**config.mk**
```make
export PLATFORM = sky130hd
export DESIGN_NAME = far_fault_unit
export DESIGN_NICKNAME = d
export VERILOG_FILES = /design/src/rtl/far_fault_pkg.sv /design/src/rtl/far_fault_tx.sv /design/src/rtl/far_fault_rx.sv /design/src/rtl/far_fault_status.sv /design/src/rtl/far_fault_unit.sv
export SDC_FILE = /design/constraint.sdc
export NUM_CORES = 1
export LEC_CHECK = 0
export ABC_AREA = 1
export BUFFER_PORTS_ARGS = -buffer_cell sky130_fd_sc_hd__buf_2
export CAP_MARGIN = 5
export CORE_AREA = 2 2 59 50
export CTS_BUF_LIST = sky130_fd_sc_hd__clkbuf_8
export CTS_CLUSTER_SIZE = 25
export DETAILED_ROUTE_END_ITERATION = 16
export DIE_AREA = 0 0 61 52
export MAX_ROUTING_LAYER = met4
export PLACE_DENSITY = 0.79
export SLEW_MARGIN = 20
export SYNTH_ARGS = -nofsm -noshare
export SYNTH_HDL_FRONTEND = slang
export SYNTH_HIERARCHICAL = 1
export SYNTH_SLANG_ARGS = --single-unit
```
**constraint.sdc**
```tcl
create_clock -name clk -period 1.79 [get_ports clk]
set_input_delay 0.179 -clock clk [delete_from_list [all_inputs] [get_ports clk]]
set_output_delay 0.179 -clock clk [all_outputs]
set_load 0.01 [all_outputs]
```
**src/rtl/far_fault_pkg.sv**
```systemverilog
package far_fault_pkg;

    typedef enum logic {
        TX_PASS  = 1'b0,
        TX_FAULT = 1'b1
    } tx_mode_e;

endpackage

```
**src/rtl/far_fault_tx.sv**
```systemverilog
module far_fault_tx
    import far_fault_pkg::*;
#(
    parameter int ONES_LEN = 84,
    parameter int GROUP_W  = 5
) (
    input  logic clk,
    input  logic rst_n,
    input  logic enable,
    input  logic link_ok,
    input  logic sig_ok,
    input  logic bit_in,
    output logic bit_out,
    output logic sending
);
    localparam int RUN_W = $clog2(ONES_LEN + 1);
    localparam int GP_W  = $clog2(GROUP_W);

    typedef struct packed {
        tx_mode_e          mode;
        logic              armed;
        logic [GP_W-1:0]   gpos;
        logic [RUN_W-1:0]  ones;
        logic              bit_o;
    } tx_st_t;

    tx_st_t q, d;
    logic   pat_bit;

    always_comb begin
        d = q;
        // free-running code-group position
        d.gpos = (q.gpos == GP_W'(GROUP_W - 1)) ? '0 : q.gpos + GP_W'(1);
        // zero only on the last bit of a group, once the run is long enough
        pat_bit = !((q.gpos == GP_W'(GROUP_W - 1)) && (q.ones >= RUN_W'(ONES_LEN)));
        if (q.mode == TX_FAULT) begin
            d.bit_o = pat_bit;
            if (!pat_bit)
                d.ones = '0;
            else if (q.ones < RUN_W'(ONES_LEN))
                d.ones = q.ones + RUN_W'(1);
        end else begin
            d.bit_o = bit_in;
            d.ones  = '0;
        end
        // arming: good link seen while signal present, lost with the signal
        d.armed = sig_ok ? (q.armed | link_ok) : 1'b0;
        if (!enable)
            d.mode = TX_PASS;
        else if (q.mode == TX_FAULT)
            d.mode = sig_ok ? TX_PASS : TX_FAULT;
        else
            d.mode = (q.armed && !sig_ok) ? TX_FAULT : TX_PASS;
    end

    always_ff @(posedge clk or negedge rst_n) begin
        if (!rst_n) begin
            q.mode  <= TX_PASS;
            q.armed <= 1'b0;
            q.gpos  <= '0;
            q.ones  <= '0;
            q.bit_o <= 1'b1;
        end else begin
            q <= d;
        end
    end

    assign bit_out = q.bit_o;
    assign sending = (q.mode == TX_FAULT);

    // the alarm only starts on a lost signal with the function enabled
    p_entry_qualified_r3: assert property (@(posedge clk) disable iff (!rst_n)
        $rose(sending) |-> ($past(enable) && !$past(sig_ok)));

    // with signal still absent and enabled, the alarm holds
    p_alarm_holds_r5: assert property (@(posedge clk) disable iff (!rst_n)
        (sending && enable && !sig_ok) |=> sending);

    // clearing the enable ends the alarm
    p_disable_exit_r5: assert property (@(posedge clk) disable iff (!rst_n)
        !enable |=> !sending);

    // a pattern zero is always followed by a one
    p_zero_then_one_r4: assert property (@(posedge clk) disable iff (!rst_n)
        (sending && $past(sending) && !bit_out) |=> bit_out);

endmodule

```
**src/rtl/far_fault_rx.sv**
```systemverilog
module far_fault_rx #(
    parameter int ONES_LEN   = 84,
    parameter int DETECT_MIN = 3,
    parameter int CARR_WIN   = 10
) (
    input  logic clk,
    input  logic rst_n,
    input  logic enable,
    input  logic bit_in,
    output logic hit,
    output logic carrier
);
    localparam int RUN_W = $clog2(ONES_LEN + 1);
    localparam int CNT_W = $clog2(DETECT_MIN + 1);
    localparam int GAP_W = $clog2(CARR_WIN + 1);

    typedef struct packed {
        logic [RUN_W-1:0] run;
        logic             pend;
        logic [CNT_W-1:0] cnt;
        logic [GAP_W-1:0] gap;
        logic             hit;
        logic             carr;
    } rx_st_t;

    rx_st_t           q, d;
    logic [CNT_W-1:0] cnt_inc;

    always_comb begin
        d       = q;
        d.hit   = 1'b0;
        cnt_inc = (q.cnt < CNT_W'(DETECT_MIN)) ? q.cnt + CNT_W'(1) : q.cnt;

        // carrier: two zeros close together
        d.carr = !bit_in && (q.gap < GAP_W'(CARR_WIN));
        if (!bit_in)
            d.gap = '0;
        else if (q.gap < GAP_W'(CARR_WIN))
            d.gap = q.gap + GAP_W'(1);

        // pattern recogniser
        if (q.pend) begin
            d.pend = 1'b0;
            if (bit_in) begin
                d.run = RUN_W'(1);
                d.cnt = cnt_inc;
                d.hit = (cnt_inc == CNT_W'(DETECT_MIN));
            end else begin
                d.run = '0;
                d.cnt = '0;
            end
        end else if (bit_in) begin
            if (q.run < RUN_W'(ONES_LEN))
                d.run = q.run + RUN_W'(1);
        end else begin
            if (q.run >= RUN_W'(ONES_LEN))
                d.pend = 1'b1;
            else
                d.cnt = '0;
            d.run = '0;
        end

        if (!enable) begin
            d.pend = 1'b0;
            d.cnt  = '0;
            d.hit  = 1'b0;
        end
    end

    always_ff @(posedge clk or negedge rst_n) begin
        if (!rst_n) begin
            q.run  <= '0;
            q.pend <= 1'b0;
            q.cnt  <= '0;
            q.gap  <= GAP_W'(CARR_WIN);
            q.hit  <= 1'b0;
            q.carr <= 1'b0;
        end else begin
            q <= d;
        end
    end

    assign hit     = q.hit;
    assign carrier = q.carr;

    // no detection while disabled
    p_hit_needs_enable_r11: assert property (@(posedge clk) disable iff (!rst_n)
        hit |-> $past(enable));

    // acceptance happens on the one after the pattern zero
    p_hit_on_one_r6: assert property (@(posedge clk) disable iff (!rst_n)
        hit |-> $past(bit_in));

    // carrier only follows a received zero
    p_carrier_on_zero_r10: assert property (@(posedge clk) disable iff (!rst_n)
        carrier |-> !$past(bit_in));

endmodule

```
**src/rtl/far_fault_status.sv**
```systemverilog
module far_fault_status (
    input  logic clk,
    input  logic rst_n,
    input  logic hit,
    input  logic rd,
    input  logic sending,
    output logic flag,
    output logic tx_ok,
    output logic rx_ok
);
    typedef struct packed {
        logic flag;
    } st_t;

    st_t q, d;

    always_comb begin
        d      = q;
        // a new event outranks a read in the same clock
        d.flag = hit | (q.flag & !rd);
    end

    always_ff @(posedge clk or negedge rst_n) begin
        if (!rst_n)
            q.flag <= 1'b0;
        else
            q <= d;
    end

    assign flag  = q.flag;
    assign tx_ok = !(q.flag | sending);
    assign rx_ok = !q.flag;

    // an event sets the flag even when a read coincides
    p_set_wins_r8: assert property (@(posedge clk) disable iff (!rst_n)
        hit |=> flag);

    // the flag only falls after a read
    p_clear_on_read_r8: assert property (@(posedge clk) disable iff (!rst_n)
        $fell(flag) |-> $past(rd));

endmodule

```
**src/rtl/far_fault_unit.sv**
```systemverilog
module far_fault_unit #(
    parameter int ONES_LEN   = 84,
    parameter int GROUP_W    = 5,
    parameter int DETECT_MIN = 3,
    parameter int CARR_WIN   = 10
) (
    input  logic clk,
    input  logic rst_n,
    input  logic cfg_enable,
    input  logic link_good,
    input  logic sig_present,
    input  logic txs_in,
    output logic txs_out,
    output logic alarm_tx,
    input  logic rxs_in,
    input  logic stat_read,
    output logic far_fault,
    output logic rx_carrier,
    output logic mii_tx_ok,
    output logic mii_rx_ok
);
    logic rx_hit;

    far_fault_tx #(
        .ONES_LEN (ONES_LEN),
        .GROUP_W  (GROUP_W)
    ) u_tx (
        .clk     (clk),
        .rst_n   (rst_n),
        .enable  (cfg_enable),
        .link_ok (link_good),
        .sig_ok  (sig_present),
        .bit_in  (txs_in),
        .bit_out (txs_out),
        .sending (alarm_tx)
    );

    far_fault_rx #(
        .ONES_LEN   (ONES_LEN),
        .DETECT_MIN (DETECT_MIN),
        .CARR_WIN   (CARR_WIN)
    ) u_rx (
        .clk     (clk),
        .rst_n   (rst_n),
        .enable  (cfg_enable),
        .bit_in  (rxs_in),
        .hit     (rx_hit),
        .carrier (rx_carrier)
    );

    far_fault_status u_st (
        .clk     (clk),
        .rst_n   (rst_n),
        .hit     (rx_hit),
        .rd      (stat_read),
        .sending (alarm_tx),
        .flag    (far_fault),
        .tx_ok   (mii_tx_ok),
        .rx_ok   (mii_rx_ok)
    );

    // a raised flag blocks both MII directions
    p_flag_blocks_mii_r9: assert property (@(posedge clk) disable iff (!rst_n)
        far_fault |-> (!mii_tx_ok && !mii_rx_ok));

endmodule

```
==> results of run 1 <==
## worst min-delay path by stage
stage               depth (start not counted)            to  slack [ps]
floorplan                                   0  u_rx/carrier        -120
global placement                            1     u_tx/q[6]         240
detailed placement                          1     u_tx/q[6]         240
CTS                                         2  u_tx/sending          40
global route                                2  u_tx/sending          50
finish                                      2  u_tx/sending          50
## flip-flops by register name (all words and copies together), names as in the netlist
name,cells
u_st/flag,1
u_tx/bit_out,1
u_tx/sending,1
u_rx/q,14
u_tx/q,11
u_rx/carrier,1
u_rx/hit,1
## power by group
part	internal (W)	switching (W)
registers	0.000700	0.0000149
clock network	0.000258	0.000246
logic	0.0000285	0.0000498
## through the flow
stage	util	hold slack [ps]	area (sq um)	power, W	worst slack (ps)
floorplan	-	-117	1490	0.000766	687
global placement	0.612	244	1600	0.000799	628
detailed placement	0.612	245	1600	0.000803	577
CTS	0.647	43.9	1690	0.00132	566
global route	0.647	50.8	1690	0.00135	467
finish	0.647	54.3	1690	0.00130	562
## cells in the mapped netlist
| master | number | area (sq um) |
|---|---|---|
| nor2_1 | 20 | 75.1 |
| o21a_1 | 1 | 7.51 |
| inv_1 | 28 | 105 |
| a21o_1 | 1 | 7.51 |
| o2111ai_1 | 1 | 8.76 |
| nor3_1 | 2 | 10.0 |
| o211ai_1 | 2 | 15.0 |
| nand3_1 | 13 | 65.1 |
| o21ai_0 | 5 | 25.0 |
| nand2_2 | 1 | 6.26 |
| a21oi_1 | 5 | 25.0 |
| a31oi_1 | 1 | 6.26 |
| nand4_1 | 4 | 25.0 |
| inv_2 | 1 | 3.75 |
| ha_1 | 7 | 87.6 |
| nor2_2 | 1 | 6.26 |
| dfstp_2 | 3 | 78.8 |
| nand2_1 | 40 | 150 |
| o21ai_1 | 2 | 10.0 |
| xor2_1 | 2 | 17.5 |
| and3_1 | 1 | 6.26 |
| xnor2_1 | 1 | 8.76 |
| a21oi_2 | 1 | 8.76 |
| dfrtp_1 | 27 | 676 |
| nand2_4 | 2 | 22.5 |
| nor2_4 | 1 | 11.3 |
| buf_2 | 1 | 5.00 |
| nand3_2 | 2 | 20.0 |
## repair_timing
action                                 in CTS  in global routing
endpoints found under the hold margin      27                  0
hold buffers                                1                  0
setup endpoints to repair                   0                  0
## per-layer routing
metal / up-vias / share of wire / wire (microns) / GRT usage
met1: 551 / 0.48 / 1310 / 0.266
li1: 593 / - / - / -
met2: 30 / 0.45 / 1220 / 0.289
met4: 0 / 0.018 / 48 / 0.159
met5: - / 0 / 0 / -
met3: 7 / 0.049 / 133 / 0.0697
## worst max-delay path, delay by kind of cell, from the launching register on
family	cells	cell delay, ps
flip-flops	1	400
buffers and inverters	2	180
AND/OR/NAND/NOR	4	410
adder cells (fa/ha/maj)	1	140
## cell type report
type	count	area, sq um
inverter	29	109
multi-input combinational	116	626
clock buffer	5	68.8
fill	228	925
timing repair buffer	14	75.1
clock inverter	3	11.3
tap	38	47.5
sequential	30	754
## kinds of logic after synthesis
kind of cell               Yosys count  share of synthesized area
AOI/OAI and AO/OA                   19                     0.0762
xor gates and xnor gates             3                     0.0176
adders and majority gates            7                     0.0586
buffers and inverters               30                     0.0762
DFF                                 30                      0.505
and+or+nand+nor                     87                      0.266
==> results.md, run 1 <==
* I/O pin count at 14
* Cell count after placement at 226
* Die Ht at 52 microns
* Final Routed Wirelength at 2720 microns
* Area of the mapped netlist at 0.00149 sq mm
* P per Cell Area at 767 mW/mm^2
* Most used cells in the layout excluding fill and tap cells: nand2_1 (40), inv_1 (31), dfrtp_1 (27)
* Postcts setup bufs at 0
* Startpoint of the most critical hold path: sig_present
* Cell chain of the critical path: inv_1 > ha_1 > nand2_1 > inv_1 > nand3_1 > nand2_2 > nor2_1
* Number of clock sinks seen by CTS at 30
* Via count of the first global-routing pass at 1156
* Maximum frequency from static timing analysis at 814 MHz
* Total of flip-flops plus latches after synthesis at 30
* Post-route clock period utilization at 0.686
* CTS Root Buffer Type: clkbuf_8
* Post-Synthesis Mean Instance Area at 8.49 sq um
* Share of cells above drive strength 1 at 0.152
* Final worst path period need at 1230 ps
* Final ANT Viol Nets at 0
* Worst-skew pair later-pin latency at 290 ps
* Clock buffer count from CTS at 5
* Width of the die at 61 microns
* Sum Neg Setup Slack at 0 ps
* Total core area at 0.00262 sq mm
* Post-cts resize count at 0
* Start point of the critical path: u_tx/q[8]
* Drt pass-1 iters at 4
* Final cell count without fillers at 235
* Post-synthesis net count at 191
* Maximum VDD drop at 507 uV
* Seq/Total Area, Yosys at 0.505
* Synth Warn # at 6
* First-pass GRT wire length at 4620 microns
* Required time worst endpoint at 1970 ps
* Slew Limit Fails at 0
* Highest fanout seen on the critical path at 6
* Slowest stage cell, crit path: dfrtp_1
* R2r setup slk at 560 ps
* # setup viols final at 0
* Critical Path Start Type: register
* Ant diodes at 0
* CP Capture Type: register
* Remaining routing DRC violations at 0
* Final hold violation count at 0
* Maximum number of pins on one net before global-route repair at 31
* Routed vias/inst at 5.03
* Critical path capture point: u_tx/q[5]
* Final nets at 211
* Static Leak at 0.906 nW
* HPWL Detailed at 1900 microns
* Slew @ Worst Pin at 647 ps
* Setup Crit Path Kind: reg -> reg
* Number of core rows at 17
* Initial cell density of the core at 0.571
* Clock skew at 3.82 ps
* GRT overflow at 0
* Worst R2R Start: u_tx/q[8]
* Clk slew on worst S/H paths at 60 ps
* Number of max-cap violations at 0
* Buffers added on ports at 13
* Post-synthesis instance total at 176
* DRC marker count from the first detailed-route iteration at 46
* Worst path max stage delay at 400 ps
* Clock tree from TritonCTS: done
* Number of antenna violations at the first check in global routing at 0
* Crit path DAT at 1400 ps
* RR Endpoint: u_tx/q[5]
* Setup repair after global routing missed its margin: false
* Weighted congestion at the end of routability-driven global placement at 0.890
* Overall routing resource usage at 0.214
* Most common library cell in the layout ignoring fill and taps: nand2_1
* Area of the die at 0.00317 sq mm
* Worst slew slack as a fraction of its limit at 0.569
* Area growth from synthesis to layout at 13.2%
* H-tree depth at 2
* Outcome: completed
* Number of vias in the routed layout at 1181
* Crit path top cell by count: inv_1
* Longest Clk Path Bufs at 2
* Cell count of the worst reg-to-reg path at 7
* Average wire per standard cell at 11.6 microns
* Post-synth cell types at 28
* Min-delay worst type: in -> reg
No activity file was read; power rests on OpenSTA's default activity.
==> run 2, diff against run 1 <==
==> constraint.sdc (replaced) <==
create_clock -name clk -period 1.2 [get_ports clk]
set_input_delay 0.12 -clock clk [delete_from_list [all_inputs] [get_ports clk]]
set_output_delay 0.12 -clock clk [all_outputs]
set_load 0.01 [all_outputs]
==> results.md, run 2 (synthesis gave the netlist of run 1 again) <==
* Number of flip-flops under the largest register name at 14
* Clock skew at 7.26 ps
* H-tree depth at 2
* Outcome: completed
* Most used cells in the layout excluding fill and tap cells: nand2_1 (36), inv_1 (28), dfrtp_1 (25)
* Wire length on met3 at 94 microns
* HPWL Detailed at 1990 microns
* I/O pin count at 14
* Width of the die at 61 microns
* Ant diodes at 0
* Average wire per standard cell at 12.0 microns
* Cell count of the worst reg-to-reg path at 7
* Die Ht at 52 microns
* Worst slew slack as a fraction of its limit at 0.768
* Critical Path Start Type: register
* Sequential cell area at 757 sq um
* Final hold violation count at 0
* Clock buffer count from CTS at 5
* Crit path DAT at 1330 ps
* Slew @ Worst Pin at 349 ps
* Overall routing resource usage at 0.221
* Buffers added on ports at 13
* Maximum frequency from static timing analysis at 855 MHz
* Slew Limit Fails at 0
* Routed met1 length at 1380 microns
* Share of cells above drive strength 1 at 0.254
* Total length of routed met2 wires at 1410 microns
* Number of clock sinks seen by CTS at 30
* GRT overflow at 0
* Number of max-cap violations at 0
* Hold slack final at 14.7 ps
* R2r setup slk at 30 ps
* Required time worst endpoint at 1360 ps
* Drt pass-1 iters at 4
* Setup Crit Path Kind: reg -> reg
* Worst-skew pair later-pin latency at 280 ps
* Number of stages on the worst hold path at 2
* CP Capture Type: register
* Maximum number of pins on one net before global-route repair at 18
* Highest fanout seen on the critical path at 3
* Fill cells at 202
* Routed vias/inst at 5.07
* Weighted congestion at the end of routability-driven global placement at 0.912
* Clock tree from TritonCTS: done
* Number of antenna violations at the first check in global routing at 0
* Min-delay worst type: in -> reg
* Via count of the first global-routing pass at 1124
* Top flop regs: u_rx/q (14), u_tx/q (11)
* Number of core rows at 17
* Final Routed Wirelength at 2930 microns
* Maximum VDD drop at 726 uV
* Area of the die at 0.00317 sq mm
* Initial cell density of the core at 0.571
* Clk slew on worst S/H paths at 60 ps
* Post-route clock period utilization at 0.975
* Multi-input gate area in the final layout at 696 sq um
* # setup viols final at 0
* Remaining routing DRC violations at 0
* Final Core Density at 0.699
* Top register by number of flip-flops: u_rx/q
* Number of vias in the routed layout at 1231
* Area growth from synthesis to layout at 22.4%
* DRC marker count from the first detailed-route iteration at 43
* Total core area at 0.00262 sq mm
* Static Leak at 0.947 nW
* Final nets at 219
* Worst Hold End: u_tx/sending
* RR Endpoint: u_tx/q[6]
* Top layer used by detailed routing: met4
* Most common library cell in the layout ignoring fill and taps: nand2_1
* Longest Clk Path Bufs at 2
* Startpoint of the most critical hold path: sig_present
* First-pass GRT wire length at 4830 microns
* Worst R2R Start: u_tx/q[9]
* P per Cell Area at 1050 mW/mm^2
* CTS Root Buffer Type: clkbuf_8
* Final ANT Viol Nets at 0
* Final worst path period need at 1170 ps
[run 2: routing by layer]
layer,vias to the layer above,global-route usage
met5,-,-
met3,4,0.0821
met2,22,0.301
met4,0,0.0942
li1,616,-
met1,589,0.296
[run 2: what timing repair did]
item | 4_1_cts | 5_1_grt
setup endpoints to repair | 6 | 16
setup buffers | 1 | 3
gates cloned | 0 | 1
gates resized for setup | 1 | 19
hold buffers | 1 | 0
endpoints found under the hold margin | 12 | 0
pin swaps | 0 | 3
[run 2: metrics by stage]
stage / power (W) / instance area (sq um) / setup WS, ps / TNS [ps] / std cells
global route: 0.00201 / 1830 / -75.6 / -113 / 243
finish: 0.00192 / 1830 / 29.8 / 0 / 243
CTS: 0.00194 / 1740 / 10.8 / 0 / 239
detailed placement: 0.00121 / 1640 / -20.1 / -59.3 / 229
floorplan: 0.00114 / 1490 / 97.1 / 0 / 176
global placement: 0.00120 / 1640 / 56.2 / 0 / 229
[run 2: worst max-delay path, cell delays in order, from the launching register on]
cell      delay (ps)
dfrtp_1          380
inv_1             90
ha_4             130
nand2_2           60
o211ai_1         200
inv_1             90
nand2_1           70
nor2_1            40
[run 2: worst max path at each step]
stage	startpoint	endpoint	depth (start not counted)	slack, ps
floorplan	u_tx/q[8]	u_tx/q[1]	7	100
global placement	u_tx/q[2]	u_tx/q[5]	6	60
detailed placement	u_tx/q[8]	u_tx/q[2]	7	-20
CTS	u_tx/q[9]	u_tx/q[5]	7	10
global route	u_tx/q[8]	u_tx/q[6]	7	-80
finish	u_tx/q[9]	u_tx/q[6]	7	30
[run 2: power breakdown]
| part | leakage, nW | total, W | switching (W) | internal (W) |
|---|---|---|---|---|
| combinational | 0.504 | 0.000128 | 0.0000780 | 0.0000502 |
| clock | 0.0519 | 0.000729 | 0.000344 | 0.000385 |
| sequential | 0.392 | 0.00107 | 0.0000234 | 0.00104 |
| total | 0.947 | 0.00192 | 0.000445 | 0.00148 |
[run 2: area by class of cell]
class                      count  area share
inverter                      29      0.0595
sequential                    30       0.414
clock inverter                 3     0.00616
multi-input combinational    117       0.380
clock buffer                   5      0.0376
timing repair buffer          21      0.0766
tap                           38      0.0260
==> run 3, diff against run 2 <==
--- a/config.mk
+++ b/config.mk
@@ -6,15 +6,15 @@
 export NUM_CORES = 1
 export LEC_CHECK = 0
 export ABC_AREA = 1
-export BUFFER_PORTS_ARGS = -buffer_cell sky130_fd_sc_hd__buf_2
 export CAP_MARGIN = 5
 export CORE_AREA = 2 2 59 50
 export CTS_BUF_LIST = sky130_fd_sc_hd__clkbuf_8
 export CTS_CLUSTER_SIZE = 25
 export DETAILED_ROUTE_END_ITERATION = 16
 export DIE_AREA = 0 0 61 52
+export DONT_BUFFER_PORTS = 1
 export MAX_ROUTING_LAYER = met4
-export PLACE_DENSITY = 0.79
+export PLACE_DENSITY = 0.74
 export SLEW_MARGIN = 20
 export SYNTH_ARGS = -nofsm -noshare
 export SYNTH_HDL_FRONTEND = slang
==> results.md, run 3 (synthesis gave the netlist of run 1 again) <==
* Most common library cell in the layout ignoring fill and taps: nand2_1
* H-tree depth at 2
* CP Capture Type: register
* Smallest setup slack after layout at 25.1 ps
* Worst R2R Start: u_rx/q[13]
* Initial cell density of the core at 0.571
* GRT overflow at 0
* Ant diodes at 0
* Final instance area at 0.00187 sq mm
* Setup Crit Path Kind: reg -> reg
* Fill cells at 196
* DRC marker count from the first detailed-route iteration at 69
* Top flop regs: u_rx/q (14), u_tx/q (11)
* Drt pass-1 iters at 4
* Hold slack final at 4.77 ps
* Number of max-cap violations at 0
* Cell chain of the critical path: nand2_1 > nand3_2 > nand2_4 > buf_4 > a21oi_2 > nand2_1 > nand2_1
* Number of clock sinks seen by CTS at 30
* Maximum number of pins on one net before global-route repair at 31
* Buffers added on ports at 0
* Final ANT Viol Nets at 0
* Slew Limit Fails at 0
* Number of antenna violations at the first check in global routing at 0
* Startpoint of the most critical hold path: cfg_enable
* Total core area at 0.00262 sq mm
* Routed vias/inst at 5.13
* CTS Root Buffer Type: clkbuf_8
* Width of the die at 61 microns
* Worst slack at placement at -16.6 ps
* Share of cells above drive strength 1 at 0.236
* Worst Hold End: u_rx/q[8]
* First-pass GRT wire length at 4750 microns
* Outcome: completed
* Crit path DAT at 1400 ps
* Final nets at 217
* Final Core Density at 0.714
* Number of stages on the worst hold path at 2
* Average wire per standard cell at 12.7 microns
* Number of core rows at 17
* Via count of the first global-routing pass at 1171
* Static Leak at 0.942 nW
* Area of the die at 0.00317 sq mm
* I/O pin count at 14
* Min-delay worst type: in -> reg
* Maximum VDD drop at 712 uV
* Clk slew on worst S/H paths at 60 ps
* Top register by number of flip-flops: u_rx/q
* Remaining routing DRC violations at 0
* # setup viols final at 0
* R2r setup slk at 30 ps
* Clock tree from TritonCTS: done
* Slowest stage cell, crit path: dfrtp_1
* Placement Cell Area at 0.00156 sq mm
* Final worst path period need at 1170 ps
* Cell count of the worst reg-to-reg path at 7
* Area growth from synthesis to layout at 25.0%
* Crit path top cell by count: nand2_1
* Die Ht at 52 microns
* Critical Path Start Type: register
* Slew @ Worst Pin at 276 ps
* Clock buffer count from CTS at 5
* Final Routed Wirelength at 3070 microns
* Weighted congestion at the end of routability-driven global placement at 0.877
* Overall routing resource usage at 0.213
* RR Endpoint: u_rx/q[6]
* Highest fanout seen on the critical path at 7
* Worst-skew pair later-pin latency at 280 ps
* P per Cell Area at 1070 mW/mm^2
* HPWL Detailed at 1850 microns
* Worst path max stage delay at 400 ps
* Final hold violation count at 0
* Most used cells in the layout excluding fill and tap cells: nand2_1 (37), inv_1 (27), dfrtp_1 (23)
* Worst slew slack as a fraction of its limit at 0.815
* Post-route clock period utilization at 0.979
* Maximum frequency from static timing analysis at 851 MHz
* Clock skew at 3.82 ps
* Required time worst endpoint at 1420 ps
* Number of vias in the routed layout at 1236
* Longest Clk Path Bufs at 2
* Number of flip-flops under the largest register name at 14
-- run 3: worst max-delay path: cells and delay by family (launching register included) --
kind                   cells  cell delay (ps)
AO/OA/AOI/OAI              1              140
buffers and inverters      1              160
flip-flops                 1              400
AND/OR/NAND/NOR            5              410
-- run 3: repair_timing --
item,4_1_cts,5_1_grt
pin swaps,0,4
setup buffers,1,7
hold buffers,9,0
hold endpoints to repair,41,0
gates resized for setup,0,21
setup endpoints to repair,6,14
-- run 3: how the worst max path moves through the flow --
stage,cells past startpoint,to,startpoint,slack [ps]
3_5_place_dp,7,u_tx/q[2],u_tx/q[8],-20
5_1_grt,5,u_rx/q[15],u_rx/q[10],-20
3_3_place_gp,7,u_tx/q[2],u_tx/q[8],70
6_report,7,u_rx/q[6],u_rx/q[13],30
2_1_floorplan,7,u_tx/q[1],u_tx/q[8],100
4_1_cts,7,u_tx/q[2],u_tx/q[8],6
-- run 3: area by class of cell --
| class | instances | area, sq um | area share |
|---|---|---|---|
| Sequential cell | 30 | 759 | 0.407 |
| Multi-Input combinational cell | 116 | 679 | 0.364 |
| Timing Repair Buffer | 20 | 183 | 0.0978 |
| Inverter | 29 | 109 | 0.0583 |
| Clock buffer | 6 | 82.6 | 0.0442 |
| Tap cell | 38 | 47.5 | 0.0255 |
| Clock inverter | 2 | 7.51 | 0.00402 |
-- run 3: where the power goes --
part | internal, W | total [W] | leakage (nW) | switching [W]
clock | 0.000450 | 0.000808 | 0.0538 | 0.000359
combinational | 0.0000529 | 0.000125 | 0.500 | 0.0000717
sequential | 0.00104 | 0.00107 | 0.388 | 0.0000281
-- run 3: through the flow --
step | total power (W) | cells | TNS [ps]
floorplan | 0.00114 | 176 | 0
global placement | 0.00115 | 216 | 0
detailed placement | 0.00116 | 216 | -33.6
CTS | 0.00202 | 234 | 0
global route | 0.00208 | 241 | -54.0
finish | 0.00201 | 241 | 0
-- run 3: layer usage --
| layer | vias up | track usage | share of wire |
|---|---|---|---|
| met5 | - | - | 0 |
| met4 | 0 | 0.101 | 0.012 |
| met3 | 5 | 0.0697 | 0.036 |
| met2 | 27 | 0.328 | 0.49 |
| met1 | 595 | 0.251 | 0.46 |
| li1 | 609 | - | - |
